==> config.mk <==
export PLATFORM = sky130hd
export DESIGN_NAME = iso_io_regs
export DESIGN_NICKNAME = d
export VERILOG_FILES = /design/src/rtl/iso_io_pkg.sv /design/src/rtl/in_conditioner.sv /design/src/rtl/irq_status_unit.sv /design/src/rtl/iso_io_regs.sv
export SDC_FILE = /design/constraint.sdc
export NUM_CORES = 1
export LEC_CHECK = 0
export ABC_AREA = 1
export BUFFER_PORTS_ARGS = -buffer_cell sky130_fd_sc_hd__buf_2
export CAP_MARGIN = 10
export CORE_MARGIN = 2
export CORE_UTILIZATION = 40
export CTS_CLUSTER_DIAMETER = 200
export DETAILED_ROUTE_END_ITERATION = 10
export PLACE_DENSITY = 0.55
export SYNTH_ARGS = -nofsm -noshare
export SYNTH_HDL_FRONTEND = slang
export SYNTH_SLANG_ARGS = --single-unit
==> constraint.sdc <==
create_clock -name clk -period 3.2 [get_ports clk]
set_input_delay 0.48 -clock clk [delete_from_list [all_inputs] [get_ports clk]]
set_output_delay 0.48 -clock clk [all_outputs]
set_load 0.005 [all_outputs]
==> src/rtl/iso_io_pkg.sv <==
package iso_io_pkg;
    localparam int BYTE_W = 8;

    localparam logic [2:0] OFS_OUT_LO  = 3'd0;
    localparam logic [2:0] OFS_IN_LO   = 3'd1;
    localparam logic [2:0] OFS_IRQ_CTL = 3'd2;
    localparam logic [2:0] OFS_FLT_CTL = 3'd3;
    localparam logic [2:0] OFS_OUT_HI  = 3'd4;
    localparam logic [2:0] OFS_IN_HI   = 3'd5;
    localparam logic [2:0] OFS_STATUS  = 3'd6;

    typedef struct packed {
        logic [BYTE_W-1:0] out_lo;
        logic [BYTE_W-1:0] out_hi;
        logic              irq_en;
        logic              flt_en;
    } ctl_regs_t;
endpackage

==> src/rtl/in_conditioner.sv <==
module in_conditioner #(
    parameter int WIDTH         = 16,
    parameter int STABLE_CYCLES = 4
) (
    input  logic             clk,
    input  logic             rst_n,
    input  logic             flt_en,
    input  logic [WIDTH-1:0] pins,
    output logic [WIDTH-1:0] accepted,
    output logic [WIDTH-1:0] changed
);
    localparam int CNT_W = $clog2(STABLE_CYCLES + 1);
    localparam logic [CNT_W-1:0] CNT_LAST = CNT_W'(STABLE_CYCLES - 1);

    typedef struct packed {
        logic [WIDTH-1:0]            s1;
        logic [WIDTH-1:0]            s2;
        logic [WIDTH-1:0]            acc;
        logic [WIDTH-1:0]            chg;
        logic [WIDTH-1:0][CNT_W-1:0] cnt;
    } cond_t;

    cond_t st_d, st_q;

    always_comb begin
        st_d    = st_q;
        st_d.s1 = pins;
        st_d.s2 = st_q.s1;
        for (int i = 0; i < WIDTH; i++) begin
            if (!flt_en) begin
                st_d.acc[i] = st_q.s2[i];
                st_d.cnt[i] = '0;
            end else if (st_q.s2[i] == st_q.acc[i]) begin
                st_d.cnt[i] = '0;
            end else if (st_q.cnt[i] == CNT_LAST) begin
                st_d.acc[i] = st_q.s2[i];
                st_d.cnt[i] = '0;
            end else begin
                st_d.cnt[i] = st_q.cnt[i] + 1'b1;
            end
        end
        st_d.chg = st_d.acc ^ st_q.acc;
    end

    always_ff @(posedge clk or negedge rst_n) begin
        if (!rst_n) st_q <= '0;
        else        st_q <= st_d;
    end

    assign accepted = st_q.acc;
    assign changed  = st_q.chg;

    assert_unfiltered_follow_R3: assert property (@(posedge clk) disable iff (!rst_n)
        !flt_en |=> accepted == $past(st_q.s2));

    for (genvar g = 0; g < WIDTH; g++) begin : g_hold
        assert_filter_holds_R5: assert property (@(posedge clk) disable iff (!rst_n)
            (flt_en && st_q.cnt[g] != CNT_LAST) |=> $stable(accepted[g]));
    end
endmodule

==> src/rtl/irq_status_unit.sv <==
module irq_status_unit #(
    parameter int PORTS = 2
) (
    input  logic             clk,
    input  logic             rst_n,
    input  logic [PORTS-1:0] port_chg,
    input  logic             irq_en_next,
    input  logic             clr,
    output logic [PORTS-1:0] latched,
    output logic             pending
);
    typedef struct packed {
        logic [PORTS-1:0] lat;
        logic             pend;
    } stat_t;

    stat_t st_d, st_q;

    always_comb begin
        st_d      = st_q;
        st_d.lat  = (clr ? '0 : st_q.lat) | port_chg;
        st_d.pend = irq_en_next && !clr && (st_q.pend || (|st_q.lat));
    end

    always_ff @(posedge clk or negedge rst_n) begin
        if (!rst_n) st_q <= '0;
        else        st_q <= st_d;
    end

    assign latched = st_q.lat;
    assign pending = st_q.pend;

    assert_latch_sticky_R6: assert property (@(posedge clk) disable iff (!rst_n)
        (!clr && latched[0]) |=> latched[0]);

    assert_clear_keeps_change_R8: assert property (@(posedge clk) disable iff (!rst_n)
        (clr && port_chg[1]) |=> latched[1]);
endmodule

==> src/rtl/iso_io_regs.sv <==
module iso_io_regs
    import iso_io_pkg::*;
#(
    parameter int STABLE_CYCLES = 4
) (
    input  logic        clk,
    input  logic        rst_n,
    input  logic [2:0]  bus_addr,
    input  logic        bus_rd,
    input  logic        bus_wr,
    input  logic [7:0]  bus_wdata,
    output logic [7:0]  bus_rdata,
    input  logic [15:0] in_pins,
    output logic [15:0] out_pins,
    output logic        irq
);
    localparam int NPORT = 2;
    localparam int IN_W  = NPORT * BYTE_W;

    ctl_regs_t ctl_d, ctl_q;

    logic [IN_W-1:0]  acc_in, chg_in;
    logic [NPORT-1:0] port_chg, stat_lat;
    logic             stat_pend, clr_hit;

    in_conditioner #(.WIDTH(IN_W), .STABLE_CYCLES(STABLE_CYCLES)) u_cond (
        .clk(clk), .rst_n(rst_n), .flt_en(ctl_q.flt_en),
        .pins(in_pins), .accepted(acc_in), .changed(chg_in)
    );

    for (genvar p = 0; p < NPORT; p++) begin : g_port
        assign port_chg[p] = |chg_in[p*BYTE_W +: BYTE_W];
    end

    assign clr_hit = bus_wr && (bus_addr == OFS_IN_LO);

    always_comb begin
        ctl_d = ctl_q;
        if (bus_wr) begin
            unique case (bus_addr)
                OFS_OUT_LO:  ctl_d.out_lo = bus_wdata;
                OFS_OUT_HI:  ctl_d.out_hi = bus_wdata;
                OFS_IRQ_CTL: ctl_d.irq_en = 1'b0;
                OFS_FLT_CTL: ctl_d.flt_en = 1'b0;
                default:     ;
            endcase
        end else if (bus_rd) begin
            if (bus_addr == OFS_IRQ_CTL) ctl_d.irq_en = 1'b1;
            if (bus_addr == OFS_FLT_CTL) ctl_d.flt_en = 1'b1;
        end
    end

    always_ff @(posedge clk or negedge rst_n) begin
        if (!rst_n) ctl_q <= '0;
        else        ctl_q <= ctl_d;
    end

    irq_status_unit #(.PORTS(NPORT)) u_stat (
        .clk(clk), .rst_n(rst_n), .port_chg(port_chg),
        .irq_en_next(ctl_d.irq_en), .clr(clr_hit),
        .latched(stat_lat), .pending(stat_pend)
    );

    always_comb begin
        bus_rdata = '0;
        unique case (bus_addr)
            OFS_OUT_LO: bus_rdata = ctl_q.out_lo;
            OFS_OUT_HI: bus_rdata = ctl_q.out_hi;
            OFS_IN_LO:  bus_rdata = acc_in[BYTE_W-1:0];
            OFS_IN_HI:  bus_rdata = acc_in[IN_W-1:BYTE_W];
            OFS_STATUS: bus_rdata = {5'b0, stat_pend, stat_lat};
            default:    bus_rdata = '0;
        endcase
    end

    assign out_pins = {ctl_q.out_hi, ctl_q.out_lo};
    assign irq      = stat_pend;

    assert_rd_enables_irq_R4: assert property (@(posedge clk) disable iff (!rst_n)
        (bus_rd && !bus_wr && bus_addr == OFS_IRQ_CTL) |=> ctl_q.irq_en);
    assert_wr_disables_irq_R4: assert property (@(posedge clk) disable iff (!rst_n)
        (bus_wr && bus_addr == OFS_IRQ_CTL) |=> !ctl_q.irq_en);
    assert_rd_enables_filter_R5: assert property (@(posedge clk) disable iff (!rst_n)
        (bus_rd && !bus_wr && bus_addr == OFS_FLT_CTL) |=> ctl_q.flt_en);
    assert_irq_needs_enable_R7: assert property (@(posedge clk) disable iff (!rst_n)
        irq |-> ctl_q.irq_en);
    assert_clear_drops_irq_R8: assert property (@(posedge clk) disable iff (!rst_n)
        clr_hit |=> !irq);
    assert_ignored_writes_R9: assert property (@(posedge clk) disable iff (!rst_n)
        (bus_wr && bus_addr >= OFS_IN_HI) |=> $stable(out_pins));
    assert_status_upper_zero_R6: assert property (@(posedge clk) disable iff (!rst_n)
        (bus_addr == OFS_STATUS) |-> bus_rdata[7:3] == 5'b0);
endmodule

==> results of run 1 <==
[logic make-up (layout without fill, tap and decap cells)]
| logic type | count (synthesis) | after routing |
|---|---|---|
| compound gates | 41 | 41 |
| xor+xnor | 16 | 16 |
| fa+ha+maj | 16 | 16 |
| buf+inv | 84 | 148 |
| flops | 133 | 133 |
| simple gates | 243 | 243 |
[worst min path at each step]
stage                                          from                   endpoint  cells past startpoint
after floorplan                               rst_n       ctl_q[0]$_DFFE_PN0P_                      0
after global placement    u_cond.st_d[81]$_DFF_PN0_  u_cond.st_q[81]$_DFF_PN0_                      0
after detailed placement  u_cond.st_d[93]$_DFF_PN0_  u_cond.st_q[93]$_DFF_PN0_                      0
after CTS                                     rst_n  u_cond.st_q[36]$_DFF_PN0_                      1
after global routing                          rst_n  u_cond.st_q[39]$_DFF_PN0_                      1
final                                         rst_n  u_cond.st_q[93]$_DFF_PN0_                      1
[cells in the mapped netlist]
master,n,share of area (%)
dfrtp_1,133,61
nand2_1,99,6.8
nor2_1,75,5.2
inv_1,55,3.8
o21ai_0,24,2.2
buf_4,21,2.9
nand3_1,19,1.8
nand4_1,18,2.1
ha_1,16,3.7
o21ai_2,16,2.6
xnor2_1,15,2.4
nor3_1,10,0.92
or2_2,7,0.81
nand2b_1,6,0.69
buf_2,3,0.28
buf_6,3,0.62
nand2_2,3,0.35
a21boi_1,1,0.14
and2_1,1,0.12
inv_2,1,0.069
inv_4,1,0.12
nand2_4,1,0.21
nor2_4,1,0.21
nor3_2,1,0.18
nor3_4,1,0.30
nor3b_1,1,0.14
xor2_1,1,0.16
[final cells by class]
cell class | instances | area [sq um] | share of cell area (%)
Multi-Input combinational cell | 316 | 1680 | 26.4
Timing Repair Buffer | 59 | 324 | 5.09
Sequential cell | 133 | 3330 | 52.3
Clock inverter | 9 | 126 | 1.99
Clock buffer | 23 | 468 | 7.35
Tap cell | 176 | 220 | 3.46
Inverter | 57 | 216 | 3.40
[metal layers]
| metal | GRT usage (%) | vias to the layer above | part of all wire, % |
|---|---|---|---|
| met2 | 22.7 | 70 | 45 |
| met4 | 6.98 | 0 | 1.5 |
| li1 | - | 1771 | - |
| met3 | 4.58 | 10 | 4.2 |
| met5 | 0 | - | 0 |
| met1 | 21.6 | 1679 | 49 |
[per-stage QoR]
| step | cells | hold WS [ns] |
|---|---|---|
| floorplan | 533 | 0.184 |
| global placement | 741 | 0.333 |
| detailed placement | 741 | 0.336 |
| CTS | 773 | 0.110 |
| global route | 773 | 0.139 |
| finish | 773 | 0.0894 |
[registers in the layout (all words and copies together), names as in the netlist]
name and count:
out_pins 16, u_cond.accepted 16, ctl_q 2, u_cond.st_d 16, u_stat.latched 2, u_cond.st_q 64, u_cond.changed 16, u_stat.pending 1
[report_power, final]
part	internal (uW)	leakage, uW	switching [uW]	total [uW]
combinational	334	0.00124	480	815
clock	1260	0.000291	672	1930
sequential	1990	0.00168	198	2190
total	3580	0.00321	1350	4930
[worst reg2reg max path, cell delays in order, from the launching register on]
cell and delay, ns:
dfrtp_1 0.35, ha_1 0.15, inv_1 0.04, o21ai_0 0.38, inv_1 0.12, nand2_1 0.08, nand2_1 0.05
==> out/metrics.cfg, run 1 <==
[run_status]
status=finished clean

[flow_run]
max_cap_violations=0

[place]
dp_hpwl_mm=6.96
numPortBuffers=55
placed_area_sq_um=5770
place.gp.congestion=0.745
dp_slack_ns=0.988

[final_layout]
fillCellCount=1254
final_common_cell=dfrtp_1
drive_gt1_share_pct=19.9
fin_area_sq_um=6360
final_cell_mix=dfrtp_1 (133), nand2_1 (99), nor2_1 (75)
utilization_pct=48.1
area_delta_synth_final_pct=17.2
fin_nets=631
diodes=0

[synth]
synth_compound_area_share_pct=4.93
synth_xor_area_share_pct=2.58
syn_avg_cell_area_sq_um=10.2
synth_mux_area_share_pct=0
synthCells=533
synthesis.nets=580
yosysSeqAreaShare_pct=61.3
synthSimpleGateAreaFrac_pct=19.8
synth_top_family_by_area=simple AND/OR/NAND/NOR gates
synth.ff_latch_count=133
synth_area_sq_um=5430
ys_types=27
ys_warn_count=0
synthAdderAreaFrac_pct=3.68

[clock_network]
clock_tree.root_cell=clkbuf_16
clock-sinks=133
clk_pin_slew_ns=0.05
cts_buffers=17
h-tree-depth=4
clockBufferDepth=2
cts_setup_buffers=0
clk-insertion-delay-late_ns=0.41
ctsResizeCount=0
cts_hold_buf=0
cts_tree=built

[pwr]
power_density_nw_per_um2=775
power.total_uw=4930
power_leakage_uw=0.00321
peakVddDrop_v=0.000337

[sta]
layout_min_cycle_time_ns=2.23
drv_slew=0
setup_viol=0
fin_crit_sh_pct=69.5
rsz0062_at_grt=no
worst_slew_pin_slew_ns=0.699
worst_clock_skew_ns=0.00646
fin_tns_setup_ns=0
fmax_mhz=449
setup_slack_ns=0.975
relSlewSlack_pct=53.4
hold_violations=0

[global_route]
track_usage_pct=15.6
grt_max_degree=77
overflow=0
antenna_found_initial=0
grt_pass1_vias=3487
grt_pass1_wl_mm=17.2

[critical_path]
cp_common_cell=buf_2
path_buf_inv=4
slowest_delay_ns=0.34
cpMaxStageDelayCell=buf_2
r2r_start=u_cond.st_q[9]$_DFF_PN0_
r2r_end=u_cond.accepted[3]$_DFF_PN0_
rrSetupSlack_ns=1.92
endpoint=bus_rdata[6]
critical_path_depth=7
crit_fanout=20
worstPathRequired_ns=2.72
arrival_ns=1.75
critPathLaunch=bus_addr[2]
r2r_cells=6
startpoint_type=input port
path_cells=buf_2, inv_1, nand3_1, inv_2, nand2_1, nand4_1, buf_2
critical_path_class=in -> out
critical-path-top-delay-family=buffers and inverters
cp-end-kind=output port

[die]
chipHeight_microns=121
dieArea_sq_um=14500
die_x_microns=121
coreArea_sq_um=13200
rows=42
io_pins=56
initial_core_util_pct=41.0

[route]
antenna_left=0
dr_total_vias=3530
drtIter0Drc=211
drc_errors=0
wl_mm=10.3
routedWlPerCell_microns=13.3
routed_via_density=4.57
drtPass1Iterations=4

[worst_hold_path]
worst_hold_path_type=in -> async

Power figures use the tool's default switching activity.
==> inputs of run 2 (changes only) <==
Settings changed: ABC_AREA 1 to 0.
Clock period 3.2 ns to 2.15 ns, I/O delays scaled along.
==> out/metrics.cfg, run 2 <==
[final_layout]
largest_register_ffs=64
fin_nets=493
regMostFlops=u_cond.st_q
fin_area_sq_um=6380
final_common_cell=dfrtp_1
fillCellCount=1185
drive_gt1_share_pct=28.9
area_delta_synth_final_pct=19.8
final_cell_mix=dfrtp_1 (133), buf_2 (54), mux2_2 (35)
diodes=0

[route]
routedWlPerCell_microns=14.9
antenna_left=0
drtIter0Drc=126
drc_errors=0
dr_total_vias=3025
wl_mm=9.43
routed_via_density=4.78
drtPass1Iterations=4

[synth]
synth.ff_latch_count=133
synth_most_common_cell=dfrtp_1
synthArstFlopShare_pct=100
ys.flop_type=dfrtp_1
yosysTopAreaCell=dfrtp_1
ys_types=33
syn_avg_cell_area_sq_um=14.0
yosysSeqAreaShare_pct=62.4
synth_common_cells=dfrtp_1 (133), mux2_2 (35), nand2_1 (23)
synth_area_sq_um=5330
synth_edf_count=0
ys_warn_count=0
synth_top_area_share_pct=62.4
yosys-top-cells-area=dfrtp_1 (62%), mux2_2 (7.4%), ha_1 (3.8%)
synthesis.nets=428
synthCells=381

[global_route]
track_usage_pct=14.5
grt_max_degree=60
grt_use_met3_pct=4.93
antenna_found_initial=0
use_met2_pct=21.8
overflow=0
grt_pass1_vias=3068
grt_use_met1_pct=19.4
grt.busiest_layer=met2
grt_pass1_wl_mm=15.6

[clock_network]
clk-insertion-delay-late_ns=0.40
cts_tree=built
clock_tree.root_cell=clkbuf_16
cts_setup_buffers=0
cts_buffers=17
clockBufferDepth=2
clk_pin_slew_ns=0.06
clock-sinks=133
h-tree-depth=4

[critical_path]
arrival_ns=1.62
r2r_start=ctl_q[0]$_DFFE_PN0P_
cp-end-kind=output port
critPathLaunch=out_pins[15]$_DFFE_PN0P_
startpoint_type=flip-flop
worstPathRequired_ns=1.83
critical_path_class=reg -> out
crit_fanout=3

[flow_run]
max_cap_violations=0

[pwr]
power_leakage_uw=0.00310
power_density_nw_per_um2=1070
p_sw_share_pct=24.7
seq_power_share_pct=45.4
pwr-share-comb_pct=14.0
peakVddDrop_v=0.000739
power.total_uw=6850
switching_power_uw=1690
internal-power_uw=5160
p_clk_share_pct=40.5

[place]
dp_slack_ns=0.289
place.gp.congestion=0.729
dp_hpwl_mm=6.61
placed_area_sq_um=5730
numPortBuffers=55

[sta]
worst_slew_pin_slew_ns=0.564
layout_min_cycle_time_ns=1.94
fin_crit_sh_pct=90.1
setup_slack_ns=0.212
rsz0062_at_grt=no
worst_clock_skew_ns=0.00448
fmax_mhz=516
hold_violations=0
drv_slew=0
fin_tns_setup_ns=0
relSlewSlack_pct=62.4
setup_viol=0

[worst_hold_path]
worst_hold_path_type=in -> reg
hp-start=in_pins[13]

[die]
initial_core_util_pct=40.6
die_x_microns=119
rows=42
dieArea_sq_um=14300
chipHeight_microns=119
coreArea_sq_um=13100
io_pins=56

[run_status]
status=finished clean

[run 2: changes by cell type in the layout (fill, tap and decap cells not counted), sizes merged, moves of 15 or more]
cell / before / now
o21ai: 40 / 0
nand2: 103 / 23
nor3b: 1 / 18
nand4: 18 / 3
inv: 57 / 2
mux2: 0 / 35
nor2: 76 / 9
xnor2: 15 / 0
and3: 0 / 16
and2: 1 / 16
xor2: 1 / 16
[run 2: layout make-up]
| cell class | instances | area [sq um] | area share [%] |
|---|---|---|---|
| sequential | 133 | 3330 | 52.1 |
| multi-input combinational | 222 | 1820 | 28.6 |
| clock buffer | 22 | 474 | 7.43 |
| timing repair buffer | 71 | 434 | 6.80 |
| tap | 176 | 220 | 3.45 |
| clock inverter | 8 | 100 | 1.57 |
| inverter | 1 | 3.75 | 0.0588 |
[run 2: power by group through the flow]
stage               registers [uW]  clock network, uW  logic, uW
floorplan                     3070                  0        740
global placement              3150                  0        945
detailed placement            3160                  0        965
CTS                           3120               2850        981
global route                  3160               2980       1100
finish                        3110               2780        961
[run 2: final timing paths]
path	end	slack [ns]	depth (start not counted)
max	bus_rdata[7]	0.21	3
min	u_cond.st_d[93]$_DFF_PN0_	0.02	1
max reg2reg	u_cond.accepted[7]$_DFF_PN0_	0.76	4
min reg2reg	u_cond.st_q[83]$_DFF_PN0_	0.34	0
max in group asynchronous	u_cond.st_q[93]$_DFF_PN0_	1.06	3
min in group asynchronous	u_cond.st_q[21]$_DFF_PN0_	0.45	2
[run 2: routing by layer]
layer  routed length (microns)  vias up
met5                         0        -
met4                        63        0
met3                       439        4
met2                      4360       58
met1                      4570     1522
li1                          -     1441
[run 2: critical path: stages, from the launching register on]
cell and delay [ns]:
dfrtp_1 0.41, mux4_1 0.52, nor2b_1 0.15, buf_2 0.14
[run 2: timing repair]
item / in CTS / in global routing
hold endpoints to repair: 61 / 1
resized for setup: 0 / 0
hold buffers: 7 / 1
[run 2: kinds of logic after synthesis]
group / share of synthesized area [%]
AO/OA/AOI/OAI: 1.34
AND/OR/NAND/NOR: 16.1
adder cells (fa/ha/maj): 3.75
multiplexers: 10.4
flip-flops: 62.4
XOR/XNOR: 2.63
buffers and inverters: 3.36
[run 2: metrics by stage]
stage | hold WS, ns | util [%] | instances
after floorplan | 0.0269 | - | 381
after global placement | 0.332 | 43.6 | 595
after detailed placement | 0.336 | 43.6 | 595
after CTS | 0.000195 | 48.5 | 632
after global routing | 0.00112 | 48.6 | 633
final | 0.0241 | 48.6 | 633
==> inputs of run 3 (changes only) <==
Settings changed: CORE_UTILIZATION 40 to 31, MAX_ROUTING_LAYER set to met4, PLACE_DENSITY 0.55 to 0.44.
==> out/metrics.cfg, run 3 (synthesis gave the netlist of run 2 again) <==
[run_status]
status=finished clean

[sta]
layout_min_cycle_time_ns=1.94
worst_slew_pin_slew_ns=0.537
timing.hold.ws_ns=0.157
hold_violations=0
setup_viol=0
fin_tns_setup_ns=0
rsz0062_at_grt=no
drv_slew=0
fmax_mhz=517
worst_clock_skew_ns=0.00525
fin_crit_sh_pct=90.0
relSlewSlack_pct=64.2

[die]
dieArea_sq_um=18300
chipHeight_microns=135
io_pins=56
initial_core_util_pct=31.9
rows=47
die_x_microns=135
coreArea_sq_um=16700

[critical_path]
critical_path_class=reg -> out
cp-end-kind=output port
critical-path-top-delay-family=multiplexers
path_buf_inv=1
cpMaxStageDelayCell=mux4_1
path_cells=mux4_1, nor2b_1, buf_2
crit_fanout=3
startpoint_type=flip-flop
worstPathRequired_ns=1.83
arrival_ns=1.61
slowest_delay_ns=0.49

[global_route]
track_usage_pct=13.0
overflow=0
grt_pass1_vias=3161
antenna_found_initial=0
grt_max_degree=56
grt_pass1_wl_mm=17.0

[final_layout]
final-seq-area_sq_um=3330
final_common_cell=dfrtp_1
fillCellCount=1599
area_delta_synth_final_pct=24.2
fin_nets=502
drive_gt1_share_pct=29.1
final_cell_mix=dfrtp_1 (133), buf_2 (54), mux2_2 (35)
diodes=0
largest_register_ffs=64
regMostFlops=u_cond.st_q
multiInputGateArea_sq_um=1820

[pwr]
internal-power_uw=5420
power_density_nw_per_um2=1080
switching_power_uw=1750
power_leakage_uw=0.00318
peakVddDrop_v=0.000552
p_sw_share_pct=24.4
p_clk_share_pct=42.6
pwr-share-comb_pct=13.8
seq_power_share_pct=43.6

[route]
drtPass1Iterations=4
wl_mm=10.3
drtIter0Drc=115
routed_via_density=4.45
drc_errors=0
dr_total_vias=3061
routedWlPerCell_microns=15.0
antenna_left=0

[clock_network]
clock-sinks=133
cts_buffers=17
clk-insertion-delay-late_ns=0.41
h-tree-depth=4
clock_tree.root_cell=clkbuf_16
clk_pin_slew_ns=0.05
clockBufferDepth=2
cts_hold_buf=17
cts_tree=built
ctsResizeCount=0
cts_setup_buffers=0

[worst_hold_path]
worst_hold_path_type=in -> reg

[flow_run]
max_cap_violations=0

[place]
numPortBuffers=55
place.gp.congestion=0.720
dp_hpwl_mm=7.16

## run 3: final cells by class
type | instances | share of cell area [%]
flip-flops and latches | 133 | 50.3
multi-input cells | 222 | 27.6
repair buffers | 80 | 8.30
clock buffers | 24 | 7.88
well taps | 220 | 4.16
clock inverters | 8 | 1.78
inverters | 1 | 0.0567
## run 3: worst register-to-register path: cells and delay by family, from the launching register on
family	cells	cell delay [ns]
simple gates	2	0.25
flops	1	0.39
fa+ha+maj	1	0.21
mux	1	0.34
## run 3: stage by stage
stage	instances	power (uW)	setup slack [ns]	area [sq um]	util [%]
final	688	7170	0.214	6620	39.6
after detailed placement	639	4160	0.293	5810	34.8
after floorplan	381	3810	0.717	5330	-
after CTS	688	7310	0.164	6620	39.6
after global placement	639	4130	0.310	5810	34.8
after global routing	688	7580	0.129	6620	39.6
## run 3: layer usage
| layer | GRT usage [%] | vias up | wire (microns) |
|---|---|---|---|
| met5 | - | - | 0 |
| met4 | 5.73 | 0 | 180 |
| met3 | 3.93 | 13 | 467 |
| met2 | 17.9 | 64 | 4570 |
| met1 | 17.6 | 1515 | 5090 |
| li1 | - | 1469 | - |
## run 3: power groups by stage
stage	Clock, uW	Sequential [uW]	Combinational [uW]
global placement	0	3160	969
detailed placement	0	3170	983
finish	3060	3120	992
global route	3280	3180	1130
CTS	3160	3130	1010
floorplan	0	3070	740
## run 3: path summary, 6_finish.rpt
check / cells past startpoint / endpoint / start / slack [ns]
setup / recovery: 3 / bus_rdata[4] / out_pins[12]$_DFFE_PN0P_ / 0.21
hold / removal: 2 / out_pins[5]$_DFFE_PN0P_ / bus_wdata[5] / 0.16
setup reg to reg: 4 / u_cond.accepted[0]$_DFF_PN0_ / u_cond.st_q[0]$_DFF_PN0_ / 0.84
hold reg to reg: 0 / u_cond.st_q[93]$_DFF_PN0_ / u_cond.st_d[93]$_DFF_PN0_ / 0.34
max in group asynchronous: 3 / u_cond.st_q[40]$_DFF_PN0_ / rst_n / 1.10
min in group asynchronous: 2 / u_cond.st_d[83]$_DFF_PN0_ / rst_n / 0.43
